## config.mk

```make
export PLATFORM = sky130hd
export DESIGN_NAME = tsyn_core
export DESIGN_NICKNAME = d
export VERILOG_FILES = /design/src/rtl/tsyn_pkg.sv /design/src/rtl/tsyn_ref_div.sv /design/src/rtl/tsyn_prog_div.sv /design/src/rtl/tsyn_pfd_lock.sv /design/src/rtl/tsyn_core.sv
export SDC_FILE = /design/constraint.sdc
export NUM_CORES = 1
export LEC_CHECK = 0
export BUFFER_PORTS_ARGS = -buffer_cell sky130_fd_sc_hd__buf_2
export CAP_MARGIN = 40
export CORE_MARGIN = 5
export CORE_UTILIZATION = 59
export CTS_CLUSTER_SIZE = 30
export DETAILED_ROUTE_END_ITERATION = 16
export PLACE_DENSITY_LB_ADDON = 0.15
export SLEW_MARGIN = 20
export SYNTH_ARGS = -nofsm -noshare
export SYNTH_HDL_FRONTEND = slang
export SYNTH_SLANG_ARGS = --single-unit
```

## constraint.sdc

```tcl
create_clock -name clk_i -period 4.4 [get_ports clk_i]
set_clock_uncertainty 0.15 [all_clocks]
set_input_delay 0.22 -clock clk_i [delete_from_list [all_inputs] [get_ports clk_i]]
set_output_delay 0.22 -clock clk_i [all_outputs]
set_load 0.1 [all_outputs]
```

## src/rtl/tsyn_pkg.sv

```systemverilog
package tsyn_pkg;
  localparam int DIV_W = 15;

  typedef enum logic [2:0] {
    TM_UNDEF = 3'b000,
    TM_NORM  = 3'b001,
    TM_OFF0  = 3'b010,
    TM_OFF1  = 3'b011,
    TM_REFO  = 3'b100,
    TM_DIVO  = 3'b101,
    TM_SINK  = 3'b110,
    TM_SRC   = 3'b111
  } test_e;
endpackage

```

## src/rtl/tsyn_ref_div.sv

```systemverilog
module tsyn_ref_div #(
  parameter int CNT_W  = 11,
  parameter int R_BASE = 640,
  parameter int R_LONG = 1024,
  parameter int R_SHRT = 512
) (
  input  logic clk_i,
  input  logic rst_ni,
  input  logic tick_i,
  input  logic sel_lo_i,
  input  logic sel_hi_i,
  output logic pls_o
);
  localparam logic [CNT_W-1:0] RB = CNT_W'(R_BASE);
  localparam logic [CNT_W-1:0] RL = CNT_W'(R_LONG);
  localparam logic [CNT_W-1:0] RS = CNT_W'(R_SHRT);

  logic [CNT_W-1:0] cnt_q, ratio;
  logic [1:0]       sel_q;
  logic             vld_q, chg;

  always_comb begin
    if (!sel_hi_i)     ratio = RB;
    else if (sel_lo_i) ratio = RS;
    else               ratio = RL;
  end

  assign chg = vld_q && (sel_q != {sel_hi_i, sel_lo_i});

  always_ff @(posedge clk_i or negedge rst_ni) begin
    if (!rst_ni) begin
      cnt_q <= '0;
      pls_o <= 1'b0;
      sel_q <= '0;
      vld_q <= 1'b0;
    end else begin
      sel_q <= {sel_hi_i, sel_lo_i};
      vld_q <= 1'b1;
      pls_o <= 1'b0;
      if (chg) begin
        cnt_q <= '0;
      end else if (tick_i) begin
        if (cnt_q >= ratio - 1'b1) begin
          cnt_q <= '0;
          pls_o <= 1'b1;
        end else begin
          cnt_q <= cnt_q + 1'b1;
        end
      end
    end
  end

  p_ref_bound_r1: assert property (@(posedge clk_i) disable iff (!rst_ni)
    !chg |-> (cnt_q < ratio))
    else $error("reference count out of range");

  p_restart_r3: assert property (@(posedge clk_i) disable iff (!rst_ni)
    chg |=> (cnt_q == '0) && !pls_o)
    else $error("ratio change did not restart count");
endmodule

```

## src/rtl/tsyn_prog_div.sv

```systemverilog
module tsyn_prog_div #(
  parameter int DIV_W = 15
) (
  input  logic             clk_i,
  input  logic             rst_ni,
  input  logic             tick_i,
  input  logic [DIV_W-1:0] n_i,
  output logic             pls_o,
  output logic             half_o
);
  logic [DIV_W-1:0] cnt_q;
  logic             term;

  assign term = ({1'b0, cnt_q} + 1'b1) >= {1'b0, n_i};

  always_ff @(posedge clk_i or negedge rst_ni) begin
    if (!rst_ni) begin
      cnt_q  <= '0;
      pls_o  <= 1'b0;
      half_o <= 1'b0;
    end else begin
      pls_o <= 1'b0;
      if (tick_i) begin
        if (term) begin
          cnt_q  <= '0;
          pls_o  <= 1'b1;
          half_o <= ~half_o;
        end else begin
          cnt_q <= cnt_q + 1'b1;
        end
      end
    end
  end

  p_half_follows_r11: assert property (@(posedge clk_i) disable iff (!rst_ni)
    (half_o != $past(half_o)) |-> pls_o)
    else $error("half rate output moved without a divider pulse");
endmodule

```

## src/rtl/tsyn_pfd_lock.sv

```systemverilog
module tsyn_pfd_lock #(
  parameter int LOCK_N = 4
) (
  input  logic clk_i,
  input  logic rst_ni,
  input  logic ref_pls_i,
  input  logic div_pls_i,
  output logic up_o,
  output logic dn_o,
  output logic lock_o
);
  localparam int LW = $clog2(LOCK_N + 1);

  logic          up_n, dn_n, act_q, long_req, dirty_q;
  logic [LW-1:0] good_q;

  assign up_n = up_o | ref_pls_i;
  assign dn_n = dn_o | div_pls_i;

  always_ff @(posedge clk_i or negedge rst_ni) begin
    if (!rst_ni) begin
      up_o <= 1'b0;
      dn_o <= 1'b0;
    end else if (up_n && dn_n) begin
      up_o <= 1'b0;
      dn_o <= 1'b0;
    end else begin
      up_o <= up_n;
      dn_o <= dn_n;
    end
  end

  // a request still high on its second cycle is too long
  assign long_req = (up_o | dn_o) & act_q;

  always_ff @(posedge clk_i or negedge rst_ni) begin
    if (!rst_ni) begin
      act_q   <= 1'b0;
      dirty_q <= 1'b0;
      good_q  <= '0;
    end else begin
      act_q <= up_o | dn_o;
      if (long_req) begin
        good_q  <= '0;
        dirty_q <= 1'b1;
      end else if (ref_pls_i) begin
        dirty_q <= 1'b0;
        if (dirty_q)                   good_q <= '0;
        else if (good_q != LW'(LOCK_N)) good_q <= good_q + 1'b1;
      end
    end
  end

  assign lock_o = (good_q == LW'(LOCK_N));

  p_pfd_excl_r5: assert property (@(posedge clk_i) disable iff (!rst_ni)
    !(up_o && dn_o))
    else $error("up and down both active");

  p_lock_rise_r6: assert property (@(posedge clk_i) disable iff (!rst_ni)
    $rose(lock_o) |-> $past(ref_pls_i))
    else $error("lock rose outside a comparison edge");

  p_lock_drop_r7: assert property (@(posedge clk_i) disable iff (!rst_ni)
    long_req |=> !lock_o)
    else $error("lock held through a long request");
endmodule

```

## src/rtl/tsyn_core.sv

```systemverilog
module tsyn_core
  import tsyn_pkg::*;
#(
  parameter int REF_W  = 11,
  parameter int LOCK_N = 4
) (
  input  logic             clk_i,
  input  logic             rst_ni,
  input  logic             ref_tick_i,
  input  logic             pre_tick_i,
  input  logic [DIV_W-1:0] div_word_i,
  input  logic             ratio_lo_i,
  input  logic             ratio_hi_i,
  input  logic [2:0]       test_i,
  output logic             pump_up_o,
  output logic             pump_dn_o,
  output logic             pump_en_o,
  output logic             lock_o
);
  logic ref_pls, div_pls, div_half, pfd_up, pfd_dn, lock_st;

  tsyn_ref_div #(.CNT_W(REF_W)) u_ref (
    .clk_i, .rst_ni, .tick_i(ref_tick_i),
    .sel_lo_i(ratio_lo_i), .sel_hi_i(ratio_hi_i), .pls_o(ref_pls)
  );

  tsyn_prog_div #(.DIV_W(DIV_W)) u_div (
    .clk_i, .rst_ni, .tick_i(pre_tick_i), .n_i(div_word_i),
    .pls_o(div_pls), .half_o(div_half)
  );

  tsyn_pfd_lock #(.LOCK_N(LOCK_N)) u_pfd (
    .clk_i, .rst_ni, .ref_pls_i(ref_pls), .div_pls_i(div_pls),
    .up_o(pfd_up), .dn_o(pfd_dn), .lock_o(lock_st)
  );

  always_comb begin
    pump_up_o = pfd_up;
    pump_dn_o = pfd_dn;
    pump_en_o = 1'b1;
    lock_o    = lock_st;
    case (test_e'(test_i))
      TM_OFF0, TM_OFF1: begin
        pump_up_o = 1'b0;
        pump_dn_o = 1'b0;
        pump_en_o = 1'b0;
      end
      TM_SINK: begin
        pump_up_o = 1'b0;
        pump_dn_o = 1'b1;
      end
      TM_SRC: begin
        pump_up_o = 1'b1;
        pump_dn_o = 1'b0;
      end
      TM_REFO: lock_o = ref_pls;
      TM_DIVO: lock_o = div_half;
      default: ;
    endcase
  end

  p_off_quiet_r8: assert property (@(posedge clk_i) disable iff (!rst_ni)
    (test_i[2:1] == 2'b01) |-> !(pump_up_o | pump_dn_o | pump_en_o))
    else $error("pump active in off mode");
endmodule

```

### Word-level counts from Yosys, hierarchy flattened

Index checks and enable logic that the tools add are counted.

| storage, ports and cells | value |
|---|---|
| register bits after elaboration | 39 |
| input bits | 24 |
| output and inout port bits | 4 |
| logic and storage cells | 66 |

| operators by class | value |
|---|---|
| $add $sub $neg | 5 |
| $lt $le $gt $ge | 2 |
| equality and inequality tests | 9 |
| multiplexer cells | 23 |
| bitwise gates (word level) | 5 |
| reduce and logical (&&, ||, !) cells | 10 |

Operators by type and width:

| operator | count |
|---|---|
| 2-to-1 mux 11 bit | 5 |
| adder 15 x 1 -> 16 bit, second input constant | 1 |
| >= comparator 16 x 15 -> 1 bit | 1 |
| adder 15 x 1 -> 15 bit, second input constant | 1 |
| equality test 3 bit, second input constant | 5 |
| 2-to-1 mux 15 bit | 1 |
| 2-to-1 mux 3 bit | 4 |
| adder 11 x 1 -> 11 bit, second input constant | 1 |
| >= comparator 11 bit | 1 |
| subtractor 11 x 1 -> 11 bit, second input constant | 1 |
| 2-to-1 mux 1 bit | 10 |
| equality test 3 x 2 -> 1 bit, second input constant | 2 |
| one-hot mux 1 bit (2 select lines) | 3 |
| OR reduction 3 bit | 2 |
| AND reduction 2 bit | 2 |
| nonzero test 2 bit | 2 |
| adder 3 x 1 -> 3 bit, second input constant | 1 |
| != test 3 bit, second input constant | 1 |
| OR 1 bit | 3 |
| nonzero test 3 bit | 1 |
| logical AND 1 bit | 2 |
| != test 2 bit | 1 |
| OR reduction 2 bit | 1 |
| AND 1 bit | 1 |
| inverter 1 bit | 1 |

### Depth between registers and ports, before layout

Gate-level depths: netlist of the first run.

| depth | value |
|---|---|
| depth in word-level cells | 7 |
| mapped depth | 14 |
| mapped depth without buffers | 13 |

### Modules after synthesis

From an unflattened synthesis of the first run, not the netlist that was laid out.

| second synthesis, totals | value |
|---|---|
| cell total of the unflattened synthesis | 298 |
| area total of the unflattened synthesis | 2813.9 um^2 |

Modules (own cells, without submodules):

| module | instances | cells each | area each (um^2) | seq. area each (um^2) |
|---|---|---|---|---|
| tsyn_prog_div | 1 | 157 | 1477.7 | 425.4 |
| tsyn_ref_div | 1 | 99 | 919.6 | 375.4 |
| tsyn_pfd_lock | 1 | 32 | 344.1 | 175.2 |
| tsyn_core | 1 | 10 | 72.6 | 0.0 |

### Least setup slack after synthesis of the first run

No wires, ideal clock.

| timing | value |
|---|---|
| path type | register -> output |
| start point | register u_pfd.good_q[0] |
| end point | output lock_o |
| arrival time | 2.838 ns |
| required time | 4.030 ns |
| path slack | 1.192 ns |
| stages on the path, launching flop included | 5 |
| path buffers | 0 |
| cell sequence | dfrtp_1 -> inv_1 -> ha_1 -> nand2_1 -> o21ai_0 |

| between the ends | value |
|---|---|
| word-level cells in the longest chain between the ends | 2 |

RTL lines:

| item | line | RTL |
|---|---|---|
| from (decl) | tsyn_pfd_lock.sv:15 | `logic [LW-1:0] good_q;` |
| from (signal assigned) | tsyn_pfd_lock.sv:49 | `else if (good_q != LW'(LOCK_N)) good_q <= good_q + 1'b1;` |
| equality test 3 bit | tsyn_pfd_lock.sv:54 | `assign lock_o = (good_q == LW'(LOCK_N));` |
| one-hot mux 1 bit (2 select lines) | tsyn_core.sv:42 | `case (test_e'(test_i))` |
| to (decl) | tsyn_core.sv:18 | `output logic lock_o` |

Every way passes these cells.

### Worst setup path in the final report of the first run

| timing | value |
|---|---|
| start point | register u_div.cnt_q[0] |
| end point | register u_div.cnt_q[5] |

| between the ends | value |
|---|---|
| word-level cells in the longest chain between the ends | 3 |
| elaborated cells on any way between the ends | 4 |
| classes of those cells | 2 x add/sub; 1 x order compare; 1 x mux |

RTL lines:

| item | line | RTL |
|---|---|---|
| from (decl) | tsyn_prog_div.sv:11 | `logic [DIV_W-1:0] cnt_q;` |
| from (signal assigned) | tsyn_prog_div.sv:29 | `cnt_q <= cnt_q + 1'b1;` |
| adder 15 x 1 -> 16 bit | tsyn_prog_div.sv:14 | `assign term = ({1'b0, cnt_q} + 1'b1) >= {1'b0, n_i};` |
| >= comparator 16 x 15 -> 1 bit | tsyn_prog_div.sv:14 |  |
| 2-to-1 mux 15 bit (*) | tsyn_prog_div.sv:24 | `if (term) begin` |

Mark *: on every way between the ends. The rest lies on a longest branch, timed or not.
A chain may end at the register's enable or synchronous reset.

==> results of run 1 <==
-- layer usage --
layer | share of wire (%) | GRT usage, % | vias up
li1 | - | - | 1052
met1 | 47 | 27.0 | 986
met2 | 47 | 31.7 | 33
met3 | 4.7 | 4.88 | 5
met4 | 0.88 | 5.44 | 0
met5 | 0 | 0 | -
-- power groups by stage --
| stage | combinational (mW) | sequential [mW] | clock [mW] |
|---|---|---|---|
| 2_1_floorplan | 0.148 | 0.418 | 0 |
| 3_3_place_gp | 0.186 | 0.428 | 0 |
| 3_5_place_dp | 0.193 | 0.429 | 0 |
| 4_1_cts | 0.196 | 0.422 | 0.310 |
| 5_1_grt | 0.223 | 0.428 | 0.324 |
| 6_report | 0.195 | 0.422 | 0.302 |
-- flip-flops by register name (all words and copies together) (netlist names) --
name,cells
u_div.cnt_q,15
u_pfd.act_q,1
u_pfd.good_q,3
u_ref.sel_q,2
u_pfd.up_o,1
u_ref.pls_o,1
u_ref.cnt_q,11
u_div.pls_o,1
u_div.half_o,1
u_ref.vld_q,1
u_pfd.dirty_q,1
u_pfd.dn_o,1
-- worst max-delay path, cell delays in order, from the launching register on --
cell,delay [ns]
dfrtp_1,0.47
ha_1,0.30
nand3_1,0.12
nor2_1,0.14
and3_1,0.23
nand4_1,0.12
xnor2_1,0.17
ha_1,0.29
nand3_1,0.14
nor4_1,0.44
o31a_1,0.28
or3_1,0.29
o21ai_2,0.07
a32o_1,0.20
-- cell families after synthesis --
| family | after synthesis | synth area share, % |
|---|---|---|
| other cells | 1 | 0.146 |
| compound gates | 58 | 16.2 |
| xor+xnor | 19 | 6.50 |
| simple gates | 109 | 22.3 |
| fa+ha+maj | 23 | 11.2 |
| buf+inv | 27 | 4.25 |
| mux | 3 | 1.27 |
| flops | 39 | 38.1 |
-- synthesized netlist by cell type (all sizes together) (2+ instances only) --
library cell   n  area [sq um]
and4           2          17.5
o31ai          2          15.0
nand2b         5          31.3
xnor2          6          52.6
clkbuf         3          11.3
dfrtp         39           976
a22o           2          17.5
nor4           2          12.5
or3            2          12.5
o22ai          2          12.5
and3           6          37.5
a221o          2          20.0
a2bb2oi        3          26.3
nand3         13          77.6
o21a           3          22.5
a21oi          8          40.0
xor2          13           114
inv           21          78.8
a21o           2          15.0
nor2          18          70.1
nor2b          9          56.3
o21ai         16          87.6
nand4          7          43.8
ha            23           288
o31a           2          17.5
buf            2          15.0
nor3           5          35.0
a31o           4          35.0
mux2           2          22.5
o2bb2ai        6          52.6
nand2         32           120
and2           5          31.3
-- how the worst max path moves through the flow --
stage                     from             end  slack, ns  cells after the start
6_report        u_div.cnt_q[0]  u_div.cnt_q[5]       0.90                     13
2_1_floorplan  u_pfd.good_q[0]          lock_o       1.19                      4
4_1_cts         u_div.cnt_q[0]  u_div.cnt_q[5]       0.91                     13
3_3_place_gp    u_div.cnt_q[2]  u_div.cnt_q[9]       1.00                     12
3_5_place_dp    u_div.cnt_q[0]  u_div.cnt_q[5]       0.90                     13
5_1_grt         u_div.cnt_q[0]  u_div.cnt_q[9]       0.45                     13
-- metrics by stage --
step / cells / setup WS (ns) / hold WS (ns)
2_1_floorplan: 280 / 1.19 / -0.226
3_3_place_gp: 354 / 1.00 / 0.217
5_1_grt: 366 / 0.451 / 0.0868
3_5_place_dp: 355 / 0.904 / 0.000876
6_report: 366 / 0.899 / 0.0800
4_1_cts: 366 / 0.907 / 0.0656
-- final cells by class --
type | count | area (sq um)
Sequential cell | 39 | 976
Timing Repair Buffer | 31 | 185
Multi-Input combinational cell | 214 | 1480
Inverter | 22 | 82.6
Clock inverter | 3 | 43.8
Tap cell | 52 | 65.1
Fill cell | 363 | 1390
Clock buffer | 5 | 68.8
-- what timing repair did --
item                      in CTS  in global routing
hold endpoints to repair      35                  0
gates resized for setup        0                  0
hold buffers                   3                  0
==> impl_results.md, run 1 <==
- Cell count after synthesis: 279
- Worst Hold End: u_ref.pls_o
- # Post-CTS Setup Buffers: 0
- Vias in the first global route: 1895
- CP max FO: 6
- Clock buffer depth: 2
- Maximum vdd drop: 0.301 mV
- Placed cell area: 0.00276 sq mm
- YS warnings: 0
- Routed vias/inst: 5.67
- Most frequent cells in the layout: dfrtp_1, nand2_1, buf_2
- Die extent in x: 75.9 um
- Post-synthesis sequential element count: 39
- Max-cap violations: 0
- Gr ovfl total: 0
- Power share of the combinational group: 21.2%
- Initial DRC Count: 105
- Post-route ant nets: 0
- Final wirelength: 5010 um
- Boundary pin count: 28
- Sw Share: 30.6%
- Clk Tree Root Cell: clkbuf_8
- Fmax: 286 MHz
- Share of cells above drive strength 1: 15.9%
- PD cells: 317 mW/mm^2
- Final GP Congestion: 0.877
- Lkg Pwr: 1.44 nW
- Initial Util: 59.6%
- RSZ-0062 raised after global routing: false
- Chip height: 75.9 um
- Slew margin rel.: 65.0%
- Clk slew on worst S/H paths: 0.09 ns
- Post-synthesis cell area: 0.00256 sq mm
- CP Capture Type: flop
- Worst hold stages: 3
- Total track usage: 19.9%
- Worst-Skew Late Latency: 0.29 ns
- R2R Path Start: u_div.cnt_q[0]
- Internal Power: 0.638 mW
- Startpoint of the worst hold path: ref_tick_i
- CP Launch Type: flop
- Die area: 0.00576 sq mm
- Largest net degree at the start of global routing: 27
- # DRC: 0
- Final Util: 67.6%
- Area grow syn2layout: 13.3%
- Final hold violation count: 0
- Initial antenna violation count: 0
- Crit Path Category: reg -> reg
- DRT Pass-1 Iters: 4
- Min-Delay Path Class: in -> reg
- Clock power frac: 32.9%
- Commonest non-fill, non-tap cell in the layout: dfrtp_1
- H-Tree Level Count: 2
- Power consumption: 0.919 mW
- Predominant post-synthesis flop cell: dfrtp_1
- Min Tclk post-route: 3.50 ns
- Final setup violation count: 0
- CTS buffer count: 5
- Post-detailed-placement half-perimeter wirelength: 3820 um
- Sinks on the clock net: 39
- Via total after detailed routing: 2076
- Slew Limit Fails: 0
- Row count: 24
- Reg2Reg Depth: 13
- FF-to-FF setup slack: 0.90 ns
- First-pass GRT wire length: 8670 um
- CP required: 4.44 ns
- Core Footprint: 0.00429 sq mm
- Period utilization: 79.6%
- Flop pwr share: 45.9%
- Post-synth EDFFs: 0
- Post-synth cell types: 49
- Post-synth ARST share: 100%
- Tightest Pin Transition: 0.522 ns
- Finished Cell Area: 0.00290 sq mm
- Synth Area per Inst: 9.18 sq um
- ANT cells: 0
- P_sw: 0.281 mW
- Seq/Total Area, Yosys: 38.1%
- IO Port Bufs: 27
- Reg2reg end: u_div.cnt_q[5]
- Routed len/inst: 13.7 um
- Status: finished clean
- Nets: 360
- TritonCTS clock tree: yes
- Worst path arrival time: 3.54 ns
- Setup_tns: 0 ns
Note: power is estimated with default switching activity, not from simulation.
==> run 2: changes to the inputs <==
--- a/config.mk
+++ b/config.mk
@@ -5,10 +5,11 @@
 export SDC_FILE = /design/constraint.sdc
 export NUM_CORES = 1
 export LEC_CHECK = 0
+export ABC_AREA = 1
 export BUFFER_PORTS_ARGS = -buffer_cell sky130_fd_sc_hd__buf_2
 export CAP_MARGIN = 40
 export CORE_MARGIN = 5
-export CORE_UTILIZATION = 59
+export CORE_UTILIZATION = 54
 export CTS_CLUSTER_SIZE = 30
 export DETAILED_ROUTE_END_ITERATION = 16
 export PLACE_DENSITY_LB_ADDON = 0.15
==> constraint.sdc (replaced) <==
create_clock -name clk_i -period 3.2 [get_ports clk_i]
set_clock_uncertainty 0.15 [all_clocks]
set_input_delay 0.16 -clock clk_i [delete_from_list [all_inputs] [get_ports clk_i]]
set_output_delay 0.16 -clock clk_i [all_outputs]
set_load 0.1 [all_outputs]
==> run 2 against run 1 <==
Critical path depth grew 3. Flip-flop and latch count unchanged. Fmax up 35%. Clock power is 37% higher. Critical path type unchanged. Critical endpoint is now u_div.half_o. Largest cell class unchanged. Largest power group unchanged. Highest routed layer unchanged.
==> impl_results.md, run 2 <==
- Clk Tree Root Cell: clkbuf_8
- Post-synth EDFFs: 0
- Largest net degree at the start of global routing: 33
- CP Capture Type: flop
- CP required: 3.24 ns
- Fillers: 478
- PD cells: 460 mW/mm^2
- Clock buffer depth: 2
- Placed cells: 455
- Min-Delay Path Class: in -> async
- H-Tree Level Count: 2
- First-pass GRT wire length: 9470 um
- Post-synthesis sequential element count: 39
- Fmax: 385 MHz
- Most used cell, CP: nand2_1
- WHS: 0.0997 ns
- Commonest cells post-synth: nand2_1, inv_1, dfrtp_1, nor2_1, ha_1
- Slew margin rel.: 64.1%
- Cell count after synthesis: 360
- CP max FO: 17
- Initial DRC Count: 101
- Yosys top cell area share: 35.6%
- Slew Limit Fails: 0
- Max reg flops: 15
- GR Layer Usage met3: 3.77%
- IO Port Bufs: 27
- Mux cell area share after synthesis: 0%
- Final WS setup: 0.600 ns
- Max-cap violations: 0
- Vias in the first global route: 2192
- Routed len/inst: 11.1 um
- Register area: 976 sq um
- Largest Register: u_div.cnt_q
- Nets: 443
- Maximum vdd drop: 0.399 mV
- Routed vias/inst: 4.76
- YS warnings: 0
- Finished Cell Area: 0.00310 sq mm
- Synth Area per Inst: 7.61 sq um
- Main combinational cell family by area after synthesis: simple AND/OR/NAND/NOR gates
- Area grow syn2layout: 13.3%
- Boundary pin count: 28
- FF-to-FF setup slack: 0.60 ns
- Core Footprint: 0.00501 sq mm
- Met1 global-route usage: 24.8%
- Dpl ws: 0.599 ns
- Via total after detailed routing: 2225
- Gr busiest metal: met2
- Clk slew on worst S/H paths: 0.08 ns
- Post-detailed-placement half-perimeter wirelength: 3980 um
- Final hold violation count: 0
- Synth Area in Compound Gates: 11.9%
- Die extent in x: 81.2 um
- Chip height: 81.2 um
- ANT cells: 0
- Initial antenna violation count: 0
- M2 GR Usage: 29.9%
- Top-count cell post-synth: nand2_1
- Placed cell area: 0.00295 sq mm
- Synth Area in Adders: 10.5%
- Initial Util: 54.7%
- Predominant post-synthesis flop cell: dfrtp_1
- DRT Pass-1 Iters: 4
- Power consumption: 1.43 mW
- Final wirelength: 5170 um
- Worst-Skew Late Latency: 0.30 ns
- Post-synthesis cell area: 0.00274 sq mm
- Gr ovfl total: 0
- CTS buffer count: 5
- RSZ-0062 raised after global routing: false
- CP Launch Type: flop
- Multi-input logic area: 0.00148 sq mm
- Most frequent cells in the layout: nand2_1, inv_1, dfrtp_1
- Tightest Pin Transition: 0.538 ns
- Worst path arrival time: 2.64 ns
- Biggest registers after layout: u_div.cnt_q: 15 flops, u_ref.cnt_q: 11 flops, u_pfd.good_q: 3 flops
- # DRC: 0
- Highest-delay cell along the critical path: dfrtp_1
- Total track usage: 18.4%
- Crit Path Category: reg -> reg
- Largest area contributor in the netlist: dfrtp_1
- Post-route ant nets: 0
- Area contributors post-synth: dfrtp_1, nand2_1, ha_1
- CTS resizes: 0
- Seq/Total Area, Yosys: 35.6%
- Top delay family on crit path: simple AND/OR/NAND/NOR gates
- Final std cells w/o fill: 467
- Post-synthesis xor/xnor area fraction: 5.43%
- Final setup violation count: 0
- Share of cells above drive strength 1: 15.9%
- Crit-path max cell delay: 0.39 ns
- Post-synth cell types: 33
- CP bufs+invs: 2
- Die area: 0.00660 sq mm
- Post-synth ARST share: 100%
- Simple-gate area share of the yosys netlist: 25.9%
- Critical-path cell list: ha_1, nand2_1, nor2_2, nand3_1, inv_1, nand4_1, nand2_1, inv_1, ha_1, nand3_1, nor2_1, nand3_2, nand2_4, nand2_1, nand2_1, nand2_1
- Lkg Pwr: 1.67 nW
- Final Util: 62.0%
- Row count: 26
- Sinks on the clock net: 39
- Final GP Congestion: 0.867
- Commonest non-fill, non-tap cell in the layout: nand2_1
- Setup_tns: 0 ns
- Period utilization: 81.3%
- TritonCTS clock tree: yes
- Min Tclk post-route: 2.60 ns
- Status: finished clean
run 2: cell count changes in the layout (fill, tap and decap cells not counted), moves of 5 or more:
cell	change
nand2_1	+68
inv_1	+42
nor2_1	+14
nor2b_1	-9
o22ai_2	+8
and3_1	-6
o2bb2ai_1	-6
and2_1	-5
nand2b_1	-5
run 2: cell type report:
type | count | area share [%]
clock buffers | 5 | 2.22
flip-flops and latches | 39 | 31.4
clock inverters | 3 | 1.41
multi-input cells | 251 | 47.7
repair buffers | 32 | 6.29
inverters | 67 | 8.10
well taps | 70 | 2.82
run 2: worst reg2reg max path: stages, from the launching register on:
cell and delay [ns]:
dfrtp_1 0.39, ha_1 0.18, nand2_1 0.08, nor2_2 0.17, nand3_1 0.14, inv_1 0.08, nand4_1 0.07, nand2_1 0.08
inv_1 0.05, ha_1 0.29, nand3_1 0.11, nor2_1 0.14, nand3_2 0.11, nand2_4 0.24, nand2_1 0.12, nand2_1 0.08
nand2_1 0.04
run 2: logic make-up after synthesis:
group	after synthesis
buffers and inverters	71
other	1
AOI/OAI and AO/OA	47
DFF	39
xor gates and xnor gates	17
and+or+nand+nor	162
adders and majority gates	23
run 2: metal layers:
layer / vias up / share of wire [%]
met1: 991 / 48
met5: - / 0
met3: 6 / 5.4
li1: 1186 / -
met4: 0 / 1.5
met2: 42 / 45
run 2: repair_timing:
| action | 4_1_cts | 5_1_grt |
|---|---|---|
| setup buffers | 0 | 0 |
| hold endpoints to repair | 42 | 0 |
| hold buffers | 4 | 0 |
run 2: power breakdown:
part	internal [mW]	total, mW	switching, mW
Combinational	0.156	0.414	0.258
Clock	0.232	0.413	0.181
Sequential	0.550	0.600	0.0496
run 2: final timing paths:
| kind | from | to | depth (start not counted) |
|---|---|---|---|
| max | u_div.cnt_q[0] | u_div.half_o | 16 |
| min | rst_ni | u_div.cnt_q[3] | 2 |
| max reg2reg | u_div.cnt_q[0] | u_div.half_o | 16 |
| min reg2reg | u_pfd.up_o | u_pfd.dn_o | 1 |
| max in group asynchronous | rst_ni | u_div.cnt_q[6] | 3 |
| min in group clk_i | pre_tick_i | u_div.half_o | 3 |
==> run 3: changes to the inputs <==
--- a/config.mk
+++ b/config.mk
@@ -9,7 +9,7 @@
 export BUFFER_PORTS_ARGS = -buffer_cell sky130_fd_sc_hd__buf_2
 export CAP_MARGIN = 40
 export CORE_MARGIN = 5
-export CORE_UTILIZATION = 54
+export CORE_UTILIZATION = 59
 export CTS_CLUSTER_SIZE = 30
 export DETAILED_ROUTE_END_ITERATION = 16
 export PLACE_DENSITY_LB_ADDON = 0.15
==> constraint.sdc (replaced) <==
create_clock -name clk_i -period 2.4 [get_ports clk_i]
set_clock_uncertainty 0.15 [all_clocks]
set_input_delay 0.12 -clock clk_i [delete_from_list [all_inputs] [get_ports clk_i]]
set_output_delay 0.12 -clock clk_i [all_outputs]
set_load 0.1 [all_outputs]
==> run 3 against run 2 <==
The flow now finishes with violations (negative setup slack). Cell count up 4.7%. Worst setup slack worse by 0.79 ns. Wire length is 26% higher. Clock-buffer cell count is the same. First-iteration DRC count grew 34%. Design area is 14% higher.
==> impl_results.md, run 3 (synthesis gave the netlist of run 2 again) <==
- Post-route ant nets: 0
- Max reg flops: 15
- RSZ-0062 raised after global routing: true
- IO Port Bufs: 27
- Boundary pin count: 28
- Critical-path cell list: ha_2, nand2_4, nor2_4, nand4_1, xor2_1, inv_1, ha_2, a21o_1, a21oi_2, o211ai_2, inv_4, nand2_8, buf_6, o22ai_2
- Routed vias/inst: 5.14
- Share of cells above drive strength 1: 29.1%
- Area grow syn2layout: 28.8%
- Initial Util: 61.7%
- Total track usage: 21.1%
- ANT cells: 0
- Crit-path max cell delay: 0.41 ns
- Gr ovfl total: 0
- Largest Register: u_div.cnt_q
- Multi-input logic area: 0.00164 sq mm
- Min-Delay Path Class: in -> async
- Row count: 24
- Top delay family on crit path: compound AO/OA/AOI/OAI gates
- Maximum vdd drop: 0.475 mV
- PD cells: 624 mW/mm^2
- Status: complete, but fails checks
- Final WS setup: -0.191 ns
- Most used cell, CP: ha_2
- Final wirelength: 6530 um
- Initial antenna violation count: 0
- Core Footprint: 0.00444 sq mm
- Chip height: 78.2 um
- Final setup violation count: 17
- Routed len/inst: 13.3 um
- Violated checks: negative setup slack
- Nets: 483
- Commonest non-fill, non-tap cell in the layout: nand2_1
- DRT Pass-1 Iters: 4
- Slew margin rel.: 61.2%
- CP Capture Type: flop
- Vias in the first global route: 2496
- Clock power frac: 25.2%
- P_sw: 0.771 mW
- TritonCTS clock tree: yes
- Worst path arrival time: 2.65 ns
- Sinks on the clock net: 39
- Crit Path Category: reg -> reg
- Post-detailed-placement half-perimeter wirelength: 4090 um
- Clk Tree Root Cell: clkbuf_8
- CP Launch Type: flop
- Slew Limit Fails: 0
- Placed cell area: 0.00311 sq mm
- H-Tree Level Count: 2
- First-pass GRT wire length: 10600 um
- Tightest Pin Transition: 0.581 ns
- Register area: 976 sq um
- # DRC: 0
- Sw Share: 35.0%
- Internal Power: 1.43 mW
- Fillers: 283
- Via total after detailed routing: 2514
- Die area: 0.00611 sq mm
- Power share of the combinational group: 38.5%
- Fmax: 386 MHz
- Highest-delay cell along the critical path: dfrtp_1
- Biggest registers after layout: u_div.cnt_q: 15 flops, u_ref.cnt_q: 11 flops, u_pfd.good_q: 3 flops
- Largest net degree at the start of global routing: 33
- Period utilization: 108%
- CP bufs+invs: 3
- WHS: 0.0614 ns
- Finished Cell Area: 0.00353 sq mm
- Final GP Congestion: 0.830
- Die extent in x: 78.2 um
- Clock buffer depth: 2
- Min Tclk post-route: 2.59 ns
- Worst-Skew Late Latency: 0.30 ns
- Final hold violation count: 0
- Lkg Pwr: 1.93 nW
- Most frequent cells in the layout: nand2_1, inv_1, dfrtp_1
- Max-cap violations: 0
- Power consumption: 2.20 mW
- Flop pwr share: 36.3%
- Clk slew on worst S/H paths: 0.08 ns
- Initial DRC Count: 135
- CTS buffer count: 5
- CP required: 2.46 ns
- CP max FO: 5
==> run 3: cell types whose count changed in the layout (fill, tap and decap cells not counted), sizes merged <==
cell   change
buf       +38
nand2      +2
==> run 3: worst paths after layout <==
| check | cells after the start | slack [ns] | to | startpoint |
|---|---|---|---|---|
| max | 14 | -0.19 | u_div.cnt_q[6] | u_div.cnt_q[1] |
| min | 2 | 0.06 | u_div.cnt_q[7] | rst_ni |
| max reg2reg | 14 | -0.19 | u_div.cnt_q[6] | u_div.cnt_q[1] |
| min reg2reg | 1 | 0.32 | u_pfd.dn_o | u_pfd.up_o |
| max in group asynchronous | 3 | 1.61 | u_div.cnt_q[11] | rst_ni |
| min in group clk_i | 3 | 0.17 | u_div.pls_o | pre_tick_i |
==> run 3: worst reg2reg max path, stage by stage (launching register included) <==
cell,delay (ns)
dfrtp_1,0.41
ha_2,0.24
nand2_4,0.09
nor2_4,0.16
nand4_1,0.12
xor2_1,0.21
inv_1,0.08
ha_2,0.18
a21o_1,0.17
a21oi_2,0.15
o211ai_2,0.13
inv_4,0.14
nand2_8,0.09
buf_6,0.12
o22ai_2,0.08
==> run 3: metal layers <==
metal	part of all wire, %	global-route usage [%]
met1	45	26.8
met2	48	35.8
met3	4.7	3.78
met4	2.3	8.22
met5	0	0
==> run 3: layout make-up <==
class,count,area share (%)
tap,52,1.84
sequential,39,27.7
multi-input combinational,253,46.4
clock buffer,5,1.95
timing repair buffer,70,13.7
clock inverter,3,1.24
inverter,67,7.20
==> run 3: through the flow <==
stage | util [%] | worst slack (ns) | setup TNS [ns] | cells
after detailed placement | 70.0 | -0.156 | -1.24 | 461
after floorplan | - | 0.0251 | 0 | 361
after global placement | 69.6 | -0.0712 | -0.162 | 460
after global routing | 79.4 | -0.357 | -4.47 | 489
after CTS | 77.1 | -0.0465 | -0.379 | 482
final | 79.4 | -0.191 | -2.49 | 489
==> run 3: repair_timing <==
item	in CTS	in global routing
hold buffers	4	0
gates resized for setup	22	16
pin swaps	4	17
setup endpoints to repair	17	17
gates cloned	2	0
buffers inserted	7	7
hold endpoints to repair	42	0
==> run 3: power by group through the flow <==
stage	clock network [mW]	logic, mW	registers (mW)
finish	0.556	0.847	0.800
global route	0.594	0.940	0.810
CTS	0.565	0.764	0.795
floorplan	0	0.435	0.796
global placement	0	0.652	0.804
detailed placement	0	0.669	0.807
